### src/rtl/usb_ep0_pkg.sv
package usb_ep0_pkg;
  localparam int DATA_W = 8;
  localparam int SEL_W  = 3;

  typedef enum logic [SEL_W-1:0] {
    SEL_FADDR = 3'd0,
    SEL_EP0   = 3'd1,
    SEL_EP1   = 3'd2,
    SEL_BCNT  = 3'd3,
    SEL_FIFO  = 3'd4
  } reg_sel_e;

  // endpoint 0 control/status bit positions
  localparam int B_CLR_SETUP_END = 7;
  localparam int B_CLR_OUT       = 6;
  localparam int B_SEND_STALL    = 5;
  localparam int B_SETUP_END     = 4;
  localparam int B_DATA_END      = 3;
  localparam int B_SENT_STALL    = 2;
  localparam int B_IN_RDY        = 1;
  localparam int B_OUT_RDY       = 0;
  // interrupt endpoint register
  localparam int B_EP1_CLR_TOG   = 7;
endpackage

### src/rtl/ep0_fifo.sv
module ep0_fifo #(
  parameter int DEPTH = 8,
  parameter int W     = 8,
  localparam int PW   = (DEPTH > 1) ? $clog2(DEPTH) : 1,
  localparam int CW   = $clog2(DEPTH + 1)
) (
  input  logic          clk,
  input  logic          rst_n,
  input  logic          flush,
  input  logic          push,
  input  logic [W-1:0]  wdata,
  input  logic          pop,
  output logic [W-1:0]  rdata,
  output logic [CW-1:0] count,
  output logic          full,
  output logic          empty
);
  logic [W-1:0]  mem [DEPTH];
  logic [PW-1:0] wptr, rptr;
  logic [CW-1:0] cnt;
  logic          push_ok, pop_ok;

  assign full    = (cnt == CW'(DEPTH));
  assign empty   = (cnt == '0);
  assign push_ok = push && !full && !flush;
  assign pop_ok  = pop && !empty && !flush;
  assign count   = cnt;
  assign rdata   = empty ? '0 : mem[rptr];

  function automatic logic [PW-1:0] ptr_next(input logic [PW-1:0] p);
    if (p == PW'(DEPTH - 1)) return '0;
    return p + 1'b1;
  endfunction

  always_ff @(posedge clk or negedge rst_n) begin
    if (!rst_n) begin
      wptr <= '0;
      rptr <= '0;
      cnt  <= '0;
    end else if (flush) begin
      wptr <= '0;
      rptr <= '0;
      cnt  <= '0;
    end else begin
      if (push_ok) wptr <= ptr_next(wptr);
      if (pop_ok)  rptr <= ptr_next(rptr);
      case ({push_ok, pop_ok})
        2'b10:   cnt <= cnt + 1'b1;
        2'b01:   cnt <= cnt - 1'b1;
        default: cnt <= cnt;
      endcase
    end
  end

  always_ff @(posedge clk) begin
    if (push_ok) mem[wptr] <= wdata;
  end

  assert_count_bound_R3: assert property (@(posedge clk) disable iff (!rst_n)
    cnt <= CW'(DEPTH));
  assert_no_overflow_R7: assert property (@(posedge clk) disable iff (!rst_n)
    (full && push && !pop && !flush) |=> (cnt == $past(cnt)));
  assert_empty_pop_R4: assert property (@(posedge clk) disable iff (!rst_n)
    (empty && pop && !push && !flush) |=> (cnt == '0));
endmodule

### src/rtl/ep0_csr.sv
module ep0_csr
  import usb_ep0_pkg::*;
(
  input  logic              clk,
  input  logic              rst_n,
  input  logic              bus_reset,
  input  logic              csr_wr,
  input  logic              cmd_clr_setup_end,
  input  logic              cmd_clr_out,
  input  logic              cmd_set_data_end,
  input  logic              cmd_set_in,
  input  logic              wr_stall_val,
  input  logic              pe_setup,
  input  logic              pe_rx_done,
  input  logic              pe_tx_done,
  input  logic              pe_stall_sent,
  input  logic              rx_push,
  input  logic              rx_bit7,
  output logic [DATA_W-1:0] csr_q,
  output logic              out_rdy,
  output logic              in_rdy,
  output logic              send_stall,
  output logic              dir_in,
  output logic              fifo_flush
);
  logic sent_stall, setup_end, data_end;
  logic xfer_open, setup_pending, await_first, setup_dir;
  logic pkt_done;

  assign pkt_done   = pe_rx_done || pe_tx_done;
  assign fifo_flush = pe_setup || pe_tx_done || cmd_clr_out;

  always_ff @(posedge clk or negedge rst_n) begin
    if (!rst_n) begin
      out_rdy <= 1'b0;  in_rdy <= 1'b0;  send_stall <= 1'b0;
      sent_stall <= 1'b0;  setup_end <= 1'b0;  data_end <= 1'b0;
      xfer_open <= 1'b0;  setup_pending <= 1'b0;  await_first <= 1'b0;
      setup_dir <= 1'b0;  dir_in <= 1'b0;
    end else if (bus_reset) begin
      out_rdy <= 1'b0;  in_rdy <= 1'b0;  send_stall <= 1'b0;
      sent_stall <= 1'b0;  setup_end <= 1'b0;  data_end <= 1'b0;
      xfer_open <= 1'b0;  setup_pending <= 1'b0;  await_first <= 1'b0;
      setup_dir <= 1'b0;  dir_in <= 1'b0;
    end else begin
      // received-packet flag
      if (pe_setup)         out_rdy <= 1'b0;
      else if (pe_rx_done)  out_rdy <= 1'b1;
      else if (cmd_clr_out) out_rdy <= 1'b0;

      // transmit-packet flag
      if (pe_setup || pe_tx_done) in_rdy <= 1'b0;
      else if (cmd_set_in)        in_rdy <= 1'b1;

      // last-stage marker
      if (pe_setup || pkt_done)   data_end <= 1'b0;
      else if (cmd_set_data_end)  data_end <= 1'b1;

      // control transfer bracket
      if (pe_setup)                    xfer_open <= 1'b1;
      else if (pkt_done && data_end)   xfer_open <= 1'b0;

      if (pe_setup && xfer_open)       setup_end <= 1'b1;
      else if (cmd_clr_setup_end)      setup_end <= 1'b0;

      // stall handshake
      if (csr_wr) send_stall <= wr_stall_val;
      if (pe_stall_sent)                 sent_stall <= 1'b1;
      else if (csr_wr && !wr_stall_val)  sent_stall <= 1'b0;

      // FIFO direction
      if (pe_setup) begin
        dir_in        <= 1'b0;
        setup_pending <= 1'b1;
        await_first   <= 1'b1;
      end else begin
        if (rx_push && await_first) begin
          setup_dir   <= rx_bit7;
          await_first <= 1'b0;
        end
        if (cmd_clr_out && setup_pending && !pe_rx_done) begin
          dir_in        <= setup_dir;
          setup_pending <= 1'b0;
        end
      end
    end
  end

  always_comb begin
    csr_q                  = '0;
    csr_q[B_SEND_STALL]    = send_stall;
    csr_q[B_SETUP_END]     = setup_end;
    csr_q[B_DATA_END]      = data_end;
    csr_q[B_SENT_STALL]    = sent_stall;
    csr_q[B_IN_RDY]        = in_rdy;
    csr_q[B_OUT_RDY]       = out_rdy;
  end

  assert_clr_setup_end_R6: assert property (@(posedge clk) disable iff (!rst_n)
    (cmd_clr_setup_end && !pe_setup) |=> !csr_q[B_SETUP_END]);
  assert_tx_done_clears_in_R7: assert property (@(posedge clk) disable iff (!rst_n)
    pe_tx_done |=> !in_rdy);
  assert_rx_done_sets_out_R3: assert property (@(posedge clk) disable iff (!rst_n)
    (pe_rx_done && !pe_setup && !bus_reset) |=> out_rdy);
  assert_stall_sent_R9: assert property (@(posedge clk) disable iff (!rst_n)
    (pe_stall_sent && !bus_reset) |=> csr_q[B_SENT_STALL]);
  assert_setup_dir_R5: assert property (@(posedge clk) disable iff (!rst_n)
    (pe_setup || bus_reset) |=> !dir_in);
endmodule

### src/rtl/ep1_toggle.sv
module ep1_toggle (
  input  logic clk,
  input  logic rst_n,
  input  logic clear,
  input  logic ack,
  output logic toggle_q
);
  always_ff @(posedge clk or negedge rst_n) begin
    if (!rst_n)     toggle_q <= 1'b0;
    else if (clear) toggle_q <= 1'b0;
    else if (ack)   toggle_q <= ~toggle_q;
  end

  assert_toggle_clear_R11: assert property (@(posedge clk) disable iff (!rst_n)
    clear |=> !toggle_q);
  assert_toggle_flip_R11: assert property (@(posedge clk) disable iff (!rst_n)
    (ack && !clear) |=> (toggle_q != $past(toggle_q)));
endmodule

### src/rtl/usb_ep0_regs.sv
module usb_ep0_regs
  import usb_ep0_pkg::*;
#(
  parameter int FIFO_DEPTH = 8,
  localparam int CW = $clog2(FIFO_DEPTH + 1)
) (
  input  logic              clk,
  input  logic              rst_n,
  input  logic              reg_wr,
  input  logic              reg_rd,
  input  logic [SEL_W-1:0]  reg_addr,
  input  logic [DATA_W-1:0] reg_wdata,
  output logic [DATA_W-1:0] reg_rdata,
  output logic [6:0]        func_addr,
  input  logic              rx_valid,
  output logic              rx_ready,
  input  logic [DATA_W-1:0] rx_data,
  output logic              tx_valid,
  input  logic              tx_ready,
  output logic [DATA_W-1:0] tx_data,
  input  logic              pe_setup,
  input  logic              pe_rx_done,
  input  logic              pe_tx_done,
  input  logic              pe_stall_sent,
  input  logic              pe_bus_reset,
  input  logic              ep1_ack,
  output logic              stall_req,
  output logic              ep0_dir_in,
  output logic              ep1_toggle
);
  reg_sel_e          sel;
  logic              wr_faddr, wr_ep0, wr_ep1, wr_fifo, rd_fifo;
  logic [6:0]        faddr_q;
  logic [DATA_W-1:0] bcnt_q, csr_q, fifo_rdata, fifo_wdata;
  logic [CW-1:0]     fifo_cnt;
  logic              fifo_full, fifo_empty, fifo_push, fifo_pop, fifo_flush;
  logic              csr_flush, out_rdy, in_rdy, dir_in, rx_fire;

  assign sel      = reg_sel_e'(reg_addr);
  assign wr_faddr = reg_wr && (sel == SEL_FADDR);
  assign wr_ep0   = reg_wr && (sel == SEL_EP0);
  assign wr_ep1   = reg_wr && (sel == SEL_EP1);
  assign wr_fifo  = reg_wr && (sel == SEL_FIFO);
  assign rd_fifo  = reg_rd && (sel == SEL_FIFO);

  // device address
  always_ff @(posedge clk or negedge rst_n) begin
    if (!rst_n)            faddr_q <= '0;
    else if (pe_bus_reset) faddr_q <= '0;
    else if (wr_faddr)     faddr_q <= reg_wdata[6:0];
  end
  assign func_addr = faddr_q;

  // received byte count
  always_ff @(posedge clk or negedge rst_n) begin
    if (!rst_n)                        bcnt_q <= '0;
    else if (pe_bus_reset)             bcnt_q <= '0;
    else if (pe_rx_done && !pe_setup)  bcnt_q <= {{(DATA_W-CW){1'b0}}, fifo_cnt};
  end

  // stream sides
  assign rx_ready   = !dir_in && !out_rdy && !fifo_full;
  assign rx_fire    = rx_valid && rx_ready;
  assign tx_valid   = dir_in && in_rdy && !fifo_empty;
  assign tx_data    = fifo_rdata;
  assign fifo_push  = dir_in ? (wr_fifo && !in_rdy) : rx_fire;
  assign fifo_wdata = dir_in ? reg_wdata : rx_data;
  assign fifo_pop   = dir_in ? (tx_valid && tx_ready) : rd_fifo;
  assign fifo_flush = pe_bus_reset || csr_flush;

  ep0_csr u_csr (
    .clk               (clk),
    .rst_n             (rst_n),
    .bus_reset         (pe_bus_reset),
    .csr_wr            (wr_ep0),
    .cmd_clr_setup_end (wr_ep0 && reg_wdata[B_CLR_SETUP_END]),
    .cmd_clr_out       (wr_ep0 && reg_wdata[B_CLR_OUT]),
    .cmd_set_data_end  (wr_ep0 && reg_wdata[B_DATA_END]),
    .cmd_set_in        (wr_ep0 && reg_wdata[B_IN_RDY]),
    .wr_stall_val      (reg_wdata[B_SEND_STALL]),
    .pe_setup          (pe_setup),
    .pe_rx_done        (pe_rx_done),
    .pe_tx_done        (pe_tx_done),
    .pe_stall_sent     (pe_stall_sent),
    .rx_push           (rx_fire),
    .rx_bit7           (rx_data[DATA_W-1]),
    .csr_q             (csr_q),
    .out_rdy           (out_rdy),
    .in_rdy            (in_rdy),
    .send_stall        (stall_req),
    .dir_in            (dir_in),
    .fifo_flush        (csr_flush)
  );
  assign ep0_dir_in = dir_in;

  ep0_fifo #(.DEPTH(FIFO_DEPTH), .W(DATA_W)) u_fifo (
    .clk   (clk),
    .rst_n (rst_n),
    .flush (fifo_flush),
    .push  (fifo_push),
    .wdata (fifo_wdata),
    .pop   (fifo_pop),
    .rdata (fifo_rdata),
    .count (fifo_cnt),
    .full  (fifo_full),
    .empty (fifo_empty)
  );

  ep1_toggle u_tog (
    .clk      (clk),
    .rst_n    (rst_n),
    .clear    (pe_bus_reset || (wr_ep1 && reg_wdata[B_EP1_CLR_TOG])),
    .ack      (ep1_ack),
    .toggle_q (ep1_toggle)
  );

  always_comb begin
    case (sel)
      SEL_FADDR: reg_rdata = {1'b0, faddr_q};
      SEL_EP0:   reg_rdata = csr_q;
      SEL_EP1:   reg_rdata = {{(DATA_W-1){1'b0}}, ep1_toggle};
      SEL_BCNT:  reg_rdata = bcnt_q;
      SEL_FIFO:  reg_rdata = dir_in ? '0 : fifo_rdata;
      default:   reg_rdata = '0;
    endcase
  end

  assert_bus_reset_addr_R10: assert property (@(posedge clk) disable iff (!rst_n)
    pe_bus_reset |=> (func_addr == '0));
  assert_addr_write_R1: assert property (@(posedge clk) disable iff (!rst_n)
    (wr_faddr && !pe_bus_reset) |=> (func_addr == $past(reg_wdata[6:0])));
  assert_bcnt_hold_R12: assert property (@(posedge clk) disable iff (!rst_n)
    (!pe_rx_done && !pe_bus_reset) |=> $stable(bcnt_q));
endmodule

### config.mk
export PLATFORM = sky130hd
export DESIGN_NAME = usb_ep0_regs
export DESIGN_NICKNAME = d
export VERILOG_FILES = /design/src/rtl/usb_ep0_pkg.sv /design/src/rtl/ep0_fifo.sv /design/src/rtl/ep0_csr.sv /design/src/rtl/ep1_toggle.sv /design/src/rtl/usb_ep0_regs.sv
export SDC_FILE = /design/constraint.sdc
export NUM_CORES = 1
export LEC_CHECK = 0
export ABC_AREA = 1
export BUFFER_PORTS_ARGS = -buffer_cell sky130_fd_sc_hd__buf_2
export CORE_UTILIZATION = 52
export DETAILED_ROUTE_END_ITERATION = 7
export GPL_TIMING_DRIVEN = 0
export PLACE_DENSITY_LB_ADDON = 0.15
export SETUP_SLACK_MARGIN = 0.1
export SLEW_MARGIN = 40
export SYNTH_ARGS = -nofsm -noshare
export SYNTH_HDL_FRONTEND = slang
export SYNTH_SLANG_ARGS = --single-unit
### constraint.sdc
create_clock -name clk -period 2.2 [get_ports clk]
set_input_delay 0.22 -clock clk [delete_from_list [all_inputs] [get_ports clk]]
set_output_delay 0.22 -clock clk [all_outputs]
set_load 0.01 [all_outputs]
# Word level (Yosys, flattened, before mapping)

Memories as Yosys holds them, arrays and structs flattened.
Index checks and enable logic that the tools add are counted.

Register bits: 37
Bits in writable memories: 64
Input port bits: 31
Output and inout port bits: 28
Logic and storage cells: 158
Memories: 1

$add $sub $neg: 4
Equality and inequality tests: 10
Multiplexer cells: 63
Bitwise gates (word level): 1
Reduce and logical (&&, ||, !) cells: 62

Memory list:

| name       | words | width | read ports | clocked after memory_dff | write ports | RTL line       | text |
|---|---|---|---|---|---|---|---|
| u_fifo.mem | 8     | 8     | 1          | 0                        | 1           | ep0_fifo.sv:18 | `logic [W-1:0] mem [DEPTH];` |

Operator list:

| cell                                                | count |
|---|---|
| 2-to-1 mux 1 bit                                    | 45 |
| 2-to-1 mux 8 bit                                    | 5 |
| case mux 8 bit (5 select lines)                     | 1 |
| logical AND 1 bit                                   | 28 |
| 2-to-1 mux 3 bit                                    | 8 |
| nonzero test 3 bit                                  | 8 |
| 2-to-1 mux 7 bit                                    | 2 |
| nonzero test 2 bit                                  | 7 |
| equality test 3 bit, second input constant          | 3 |
| logical NOT 1 bit                                   | 9 |
| case mux 4 bit (2 select lines)                     | 1 |
| adder 3 x 1 -> 3 bit, second input constant         | 2 |
| equality test 3 x 2 -> 1 bit, second input constant | 2 |
| logical OR 1 bit                                    | 6 |
| adder 4 x 1 -> 4 bit, second input constant         | 1 |
| equality test 4 bit, second input constant          | 1 |
| logical NOT 4 bit                                   | 1 |
| 2-to-1 mux 4 bit                                    | 1 |
| nonzero test 4 bit                                  | 1 |
| subtractor 4 x 1 -> 4 bit, second input constant    | 1 |
| equality test 3 x 1 -> 1 bit, second input constant | 1 |
| logical NOT 3 bit                                   | 1 |
| equality test 2 x 1 -> 1 bit, second input constant | 1 |
| equality test 2 bit, second input constant          | 1 |
| other kinds (3)                                     | 3 |

# Logic depth before layout (Yosys ltp)

Gate-level depths: netlist of the first run.

Depth after elaboration: 12
Depth in mapped cells: 19

# By module

From an unflattened synthesis of the first run, not the netlist that was laid out.

Cell total of the unflattened synthesis: 500
Area, all modules: 4693.3 µm²

Modules (own cells, without submodules):

| module       | instances | cells each | area an instance (µm²) | sequential area each (µm²) |
|---|---|---|---|---|
| ep0_fifo     | 1         | 278        | 3171.8                 | 2172.1 |
| usb_ep0_regs | 1         | 151        | 929.6                  | 275.3 |
| ep0_csr      | 1         | 65         | 548.0                  | 275.3 |
| ep1_toggle   | 1         | 6          | 43.8                   | 25.0 |

# Worst setup path after synthesis of the first run

Ideal clock, no wire load.

Path kind: register to register
Start point: reg u_fifo.cnt[1] (netlist: u_fifo.count[1])
End point: reg u_fifo.cnt[3] (netlist: u_fifo.count[3])
Data arrival time: 2025 ps
Required time: 2083 ps
Path slack: 58 ps
Stages on the path, launching flop included: 18
Path buffers: 0
Period minus slack after synthesis: 2142 ps
Cells stage by stage: dfrtp_1 nor2_1 nand2_4 nand3_1 nand2_1 nand2_2 nor2_8 nand2_4 inv_1 ha_1 a21oi_1 nand3_1 nand2_1 inv_1 nand2_1 nand2_1 nand3_1 nand2_1

Longest elaborated chain between the ends: 10

Ends and longest elaborated chain:

| element                                                                    | RTL line                               | text |
|---|---|---|
| start: declaration                                                         | ep0_fifo.sv:20                         | `logic [CW-1:0] cnt;` |
| start signal: assignment                                                   | ep0_fifo.sv:48                         | `2'b10: cnt <= cnt + 1'b1;` |
| start signal: assignment                                                   | ep0_fifo.sv:49                         | `2'b01: cnt <= cnt - 1'b1;` |
| start signal: assignment                                                   | ep0_fifo.sv:50                         | `default: cnt <= cnt;` |
| equality test 4 bit / logical NOT 4 bit (equally long branches)            | ep0_fifo.sv:23, ep0_fifo.sv:24         |  |
| logical NOT 1 bit (on tied branches)                                       | -                                      |  |
| logical AND 1 bit (on tied branches)                                       | usb_ep0_regs.sv:62, usb_ep0_regs.sv:64 |  |
| logical AND 1 bit (on tied branches)                                       | usb_ep0_regs.sv:63, usb_ep0_regs.sv:68 |  |
| 2-to-1 mux 1 bit (on tied branches)                                        | usb_ep0_regs.sv:66, usb_ep0_regs.sv:68 |  |
| logical AND 1 bit (on tied branches) (2 in series)                         | ep0_fifo.sv:25, ep0_fifo.sv:26         |  |
| equality test 2 x 1 -> 1 bit / equality test 2 bit (equally long branches) | ep0_fifo.sv:47                         | `case ({push_ok, pop_ok})` |
| case mux 4 bit (2 select lines)                                            | ep0_fifo.sv:47                         |  |
| 2-to-1 mux 4 bit                                                           | ep0_fifo.sv:40                         | `end else if (flush) begin` |

Several ways; a longest one is shown, not always the timed one.
A chain may end at the register's enable or synchronous reset.

# Worst setup path in the final report of the first run

Start point: reg u_fifo.rptr[1]
End point: out reg_rdata[4]

Longest elaborated chain between the ends: 4

Ends and longest elaborated chain:

| element                         | RTL line            | text |
|---|---|---|
| start: declaration              | ep0_fifo.sv:19      | `logic [PW-1:0] wptr, rptr;` |
| start signal: assignment        | ep0_fifo.sv:46      | `if (pop_ok) rptr <= ptr_next(rptr);` |
| memory read (8 x 8 bit)         | -                   |  |
| 2-to-1 mux 8 bit                | ep0_fifo.sv:28      | `assign rdata = empty ? '0 : mem[rptr];` |
| 2-to-1 mux 8 bit                | usb_ep0_regs.sv:123 | `SEL_FIFO: reg_rdata = dir_in ? '0 : fifo_rdata;` |
| case mux 8 bit (5 select lines) | usb_ep0_regs.sv:118 | `case (sel)` |
| end: declaration                | usb_ep0_regs.sv:13  | `output logic [DATA_W-1:0] reg_rdata,` |

No other way between the ends.

==> flow_summary.yaml, run 1 <==
global_routing:
  grt_pass1_vias: 3593
  grt_max_degree: 34
  grt_pass1_wl_um: 18600
  grt_overflow_total: 0
  track_usage: 0.283
  antenna_found_initial: 0
sta:
  fin_crit_sh: 0.979
  clock_skew_ns: 0.0100
  slew_viol_final: 0
  worst_pin_slew_ns: 0.821
  min_period_ns: 2.15
  finalHoldViolCount: 0
  hold-worst-slack_ns: 0.0315
  rsz0062_at_grt: "yes"
  fin_ws_ns: 0.0471
  max_freq_mhz: 465
  relSlewSlack: 0.447
  setup_viol: 0
min_path:
  hold_class: "primary input to flip-flop"
  hold_end: "u_tog.toggle_q$_DFFE_PN0P_"
  worstHoldPathCells: 2
  hold_start: "ep1_ack"
layout:
  antenna_cells: 0
  drive_gt1_frac: 0.360
  layout.nets: 599
  final_common_cell: "edfxtp_1"
  area_growth_syn_to_layout_pct: 31.7
  final_cell_mix: "64 x edfxtp_1, 54 x buf_2, 47 x nor2_1"
yosys:
  synth.distinct_cells: 35
  synthesis.area_mm2: 0.00451
  syn_inst: 444
  async_flop_share: 0.340
  yosysSeqAreaShare: 0.609
  synth_flop_cell: "edfxtp_1"
  synth_seq_cells: 97
  ys_warn_count: 0
  synth.avg_cell_area_um2: 10.2
  synth-edff-count: 64
  synth_fp_nets: 482
setup_path:
  crit_path_start_kind: "flip-flop"
  ff2ff_setup_slack_ns: 0.10
  worstReg2RegStart: "u_csr.dir_in$_DFFE_PN0P_"
  slowest_delay_ns: 0.45
  endpoint_kind: "output pin"
  cp_common_cell: "o21ai_0"
  critPathArrivalTime_ns: 1.93
  r2r_cells: 17
  crit_fanout: 5
  worstReg2RegEnd: "u_fifo.count[3]$_DFFE_PN0P_"
  required_ns: 1.98
  critPathSlowestCell: "dfrtp_2"
  crit_path_cell_trace: "buf_4 > o21ai_0 > o22ai_1 > o21ai_0 > nor2_2 > nand2_1 > o211ai_1 > buf_2"
  crit_type: "flip-flop to output pin"
placed_design:
  dpl.hpwl_um: 8350
  port-buffer-count: 58
  gp_congestion: 0.834
  pre_cts_ws_ns: -0.145
floorplanning:
  start_util: 0.544
  num_rows: 33
  die_w_um: 95.2
  dieArea_mm2: 0.00905
  coreArea_mm2: 0.00830
  die_y_um: 95.2
  ios: 59
drt:
  wl_per_cell_um: 18.8
  drtIter0Drc: 207
  via_per_inst: 5.70
  antenna_left: 0
  routed-via-count: 3822
  drcViolationCount: 0
  totalWireLength_um: 12600
  dr.pass1.iters: 7
clock_tree:
  clock_latency_ns: 0.37
  clkSinkCount: 97
  cts_buffers: 9
  clk_path_buf_depth: 2
  htreeDepth: 3
  cts_tree: "built"
  root_buffer: "clkbuf_8"
  cts.clk_slew.worst_paths_ns: 0.10
power_and_ir_drop:
  leakage_nw: 2.57
  total_power_mw: 3.39
  power.density_mw_per_mm2: 571
  peakVddDrop_mv: 0.379
status:
  status: "finished, final reports clean"
run:
  cap_viol_max_count: 0
[worst max-delay path by stage]
stage / start / end / slack (ns) / depth (start not counted)
after floorplan: u_csr.dir_in$_DFFE_PN0P_ / u_fifo.mem[0][0]$_DFFE_PP_ / 0.10 / 8
after global placement: u_fifo.count[3]$_DFFE_PN0P_ / u_fifo.mem[0][3]$_DFFE_PP_ / -0.70 / 9
after detailed placement: u_fifo.count[1]$_DFFE_PN0P_ / u_fifo.count[3]$_DFFE_PN0P_ / -0.14 / 17
after CTS: u_csr.dir_in$_DFFE_PN0P_ / u_fifo.mem[7][6]$_DFFE_PP_ / 0.03 / 8
after global routing: u_fifo.rptr[0]$_DFFE_PN0P_ / reg_rdata[4] / -0.06 / 10
final: u_fifo.rptr[1]$_DFFE_PN0P_ / reg_rdata[4] / 0.05 / 8
[layer usage]
layer / up-vias / part of all wire / wire length [um] / GRT usage
li1: 1787 / - / - / -
met1: 1850 / 0.40 / 5050 / 0.362
met2: 148 / 0.51 / 6480 / 0.478
met3: 37 / 0.060 / 759 / 0.0407
met4: 0 / 0.028 / 351 / 0.122
met5: - / 0 / 0 / 0
[timing repair]
item,in CTS,in global routing
endpoints found under the hold margin,33,0
setup endpoints to repair,69,69
resized for setup,56,61
hold buffers,1,0
pin swaps,17,34
setup buffers,16,24
cloned,3,0
[per-stage QoR]
step                cells  utilization  cell area, um2  TNS (ns)
finish                671        0.716            5940         0
global route          671        0.716            5940    -0.224
CTS                   647        0.667            5540         0
detailed placement    611        0.602            5000     -3.04
global placement      607        0.595            4940    -31.12
floorplan             444            -            4510         0
[cell type report]
class,instances,area (um2)
clock buffer,9,124
sequential,97,2750
buffer,12,144
tap,105,131
inverter,55,229
timing repair buffer,106,751
fill,590,2360
clock inverter,7,68.8
multi-input combinational,280,1740
[worst max-delay path, delay by kind of cell (launching register included)]
kind | cells | cell delay (ns)
AOI/OAI and AO/OA | 4 | 0.50
and+or+nand+nor | 2 | 0.26
buffers and inverters | 2 | 0.35
DFF | 1 | 0.45
[flip-flops by register name, indices dropped and copies added, names as in the netlist, 3 cells and up]
| signal | count |
|---|---|
| bcnt_q | 4 |
| u_fifo.rptr | 3 |
| u_fifo.mem | 64 |
| u_fifo.wptr | 3 |
| u_fifo.count | 4 |
| func_addr | 7 |
[power breakdown]
part           total, mW  switching, mW  leakage, nW  internal [mW]
clock network       1.17          0.644       0.0932          0.523
registers           1.98         0.0120         1.02           1.97
logic              0.247          0.162         1.46         0.0844
total               3.39          0.818         2.57           2.58
[logic make-up after synthesis]
| group | after synthesis | share of synthesized area |
|---|---|---|
| DFF | 97 | 0.609 |
| xor gates and xnor gates | 1 | 0.00194 |
| adders and majority gates | 7 | 0.0211 |
| and+or+nand+nor | 157 | 0.161 |
| buffers and inverters | 67 | 0.0605 |
| AOI/OAI and AO/OA | 115 | 0.146 |
[cells in the mapped netlist (7+ instances only)]
| master | n | area share |
|---|---|---|
| edfxtp_1 | 64 | 0.43 |
| inv_1 | 49 | 0.041 |
| nand3_1 | 17 | 0.019 |
| buf_2 | 7 | 0.0078 |
| dfrtp_1 | 33 | 0.18 |
| nor2_1 | 63 | 0.052 |
| o22ai_1 | 31 | 0.043 |
| o21ai_0 | 57 | 0.063 |
| a21oi_1 | 7 | 0.0078 |
| nand2_1 | 50 | 0.042 |
| nor3_1 | 10 | 0.011 |
No activity file was read; power rests on OpenSTA's default activity.
==> inputs of run 2 (changes only) <==
==> constraint.sdc (replaced) <==
create_clock -name clk -period 2.2 [get_ports clk]
set_input_delay 0 -clock clk [delete_from_list [all_inputs] [get_ports clk]]
set_output_delay 0 -clock clk [all_outputs]
set_load 0.01 [all_outputs]
==> flow_summary.yaml, run 2 (synthesized netlist as in run 1, its figures left out) <==
status:
  status: "finished, final reports clean"
layout:
  multi_input_area_mm2: 0.00169
  seq_area_mm2: 0.00275
  largest_reg_flops: 64
  layout.nets: 598
  drive_gt1_frac: 0.306
  area_growth_syn_to_layout_pct: 28.6
  largest_register: "u_fifo.mem"
  fillers: 632
  final_cell_area_mm2: 0.00580
  final_cell_mix: "64 x edfxtp_1, 57 x buf_2, 52 x nor2_1"
  final_common_cell: "edfxtp_1"
  antenna_cells: 0
floorplanning:
  dieArea_mm2: 0.00905
  die_y_um: 95.2
  ios: 59
  start_util: 0.544
  coreArea_mm2: 0.00830
  num_rows: 33
  die_w_um: 95.2
placed_design:
  port-buffer-count: 58
  pre_cts_ws_ns: -0.145
  gp_congestion: 0.834
  placed_cell_area_mm2: 0.00500
  dpl.hpwl_um: 8350
power_and_ir_drop:
  clock_power_share: 0.342
  p_comb_frac: 0.077
  leakage_nw: 2.50
  peakVddDrop_mv: 0.375
  seqPwrFrac: 0.581
  swShare: 0.241
  switchingPower_mw: 0.821
  internal_power_mw: 2.59
  power.density_mw_per_mm2: 588
  total_power_mw: 3.41
setup_path:
  critPathSlowestCell: "dfrtp_1"
  slowest_delay_ns: 0.44
  crit_type: "flip-flop to flip-flop"
  crit_buf_inv: 4
  crit_fanout: 4
  endpoint_kind: "flip-flop"
  critPathArrivalTime_ns: 2.37
  cp_common_cell: "nand2_1"
  crit_path_cell_trace: "inv_2 > nor2_1 > nand2_1 > inv_2 > a21oi_4 > nand3_4 > nand2_4 > inv_4 > ha_4 > nand3_4 > nand2_1 > nand2_1 > nand2_2 > inv_1 > nand2_1 > nand2_1 > nand3_1 > nand2_1"
  path_delay_family: "simple AND/OR/NAND/NOR gates"
  crit_path_start_kind: "flip-flop"
  required_ns: 2.46
drt:
  drcViolationCount: 0
  dr_wl_met2_um: 6410
  dr.pass1.iters: 5
  routed-via-count: 3805
  routed-wl-met3_um: 732
  totalWireLength_um: 12600
  antenna_left: 0
  via_per_inst: 5.68
  drtIter0Drc: 280
  wl_met1_um: 5130
  wl_per_cell_um: 18.7
  top_layer_used: "met4"
min_path:
  hold_class: "primary input to flip-flop"
sta:
  max_freq_mhz: 473
  slew_viol_final: 0
  relSlewSlack: 0.445
  min_period_ns: 2.11
  clock_skew_ns: 0.0124
  finalHoldViolCount: 0
  rsz0062_at_grt: "yes"
  setup_viol: 0
  finalSetupTns_ns: 0
  fin_crit_sh: 0.960
  fin_ws_ns: 0.0881
  worst_pin_slew_ns: 0.824
global_routing:
  grt_pass1_wl_um: 18300
  grt_max_degree: 34
  track_usage: 0.276
  antenna_found_initial: 0
  grt_pass1_vias: 3578
  grt_overflow_total: 0
clock_tree:
  cts.clk_slew.worst_paths_ns: 0.09
  root_buffer: "clkbuf_8"
  cts_buffers: 9
  clk_path_buf_depth: 2
  clock_latency_ns: 0.37
  htreeDepth: 3
  clkSinkCount: 97
  cts_tree: "built"
run:
  cap_viol_max_count: 0
-- run 2: worst paths after layout --
kind                                                     from                       endpoint  slack [ns]  cells past startpoint
worst max-delay path              u_fifo.count[3]$_DFFE_PN0P_    u_fifo.count[3]$_DFFE_PN0P_        0.09                     18
worst max register to register    u_fifo.count[3]$_DFFE_PN0P_    u_fifo.count[3]$_DFFE_PN0P_        0.09                     18
worst min-delay path                             reg_wdata[1]       func_addr[1]$_DFFE_PN0P_        0.03                      3
min in group asynchronous                               rst_n    u_fifo.count[1]$_DFFE_PN0P_        0.11                      2
max in group asynchronous                               rst_n    u_fifo.count[2]$_DFFE_PN0P_        1.73                      2
worst min register to register  u_csr.await_first$_DFFE_PN0P_  u_csr.await_first$_DFFE_PN0P_        0.52                      2
-- run 2: final cells by class --
class | count | share of cell area
timing repair buffer | 105 | 0.124
tap | 105 | 0.0226
buffer | 12 | 0.0170
sequential | 97 | 0.474
clock inverter | 7 | 0.0119
inverter | 55 | 0.0373
multi-input combinational | 280 | 0.292
clock buffer | 9 | 0.0213
-- run 2: repair_timing --
action,in CTS,in global routing
endpoints found under the setup margin,64,69
pin swaps,6,23
hold buffers,18,0
buffers inserted,4,21
resized for setup,17,48
cloned,0,0
endpoints found under the hold margin,49,0
-- run 2: worst register-to-register path, stage by stage, from the launching register on --
cell	delay, ns
dfrtp_1	0.44
inv_2	0.11
nor2_1	0.05
nand2_1	0.11
inv_2	0.06
a21oi_4	0.16
nand3_4	0.11
nand2_4	0.10
inv_4	0.06
ha_4	0.29
nand3_4	0.08
nand2_1	0.06
nand2_1	0.05
nand2_2	0.07
inv_1	0.04
nand2_1	0.06
nand2_1	0.04
nand3_1	0.06
nand2_1	0.05
-- run 2: stage by stage --
stage               hold slack (ns)  std cells   util
floorplan                    -0.296        444      -
global placement              0.114        607  0.595
detailed placement            0.120        611  0.602
CTS                         0.00229        649  0.659
global route                 0.0338        670  0.699
finish                       0.0281        670  0.699
-- run 2: routing by layer --
layer | up-vias | track usage
met5 | - | 0
met4 | 0 | 0.0896
met1 | 1823 | 0.359
li1 | 1782 | -
met2 | 173 | 0.479
met3 | 27 | 0.0359
-- run 2: power by group through the flow --
| stage | clock network [mW] | logic, mW | registers, mW |
|---|---|---|---|
| after global placement | 0 | 0.209 | 2.02 |
| after detailed placement | 0 | 0.216 | 2.02 |
| final | 1.17 | 0.263 | 1.98 |
| after floorplan | 0 | 0.108 | 2.02 |
| after global routing | 1.23 | 0.287 | 1.98 |
| after CTS | 1.17 | 0.248 | 1.98 |
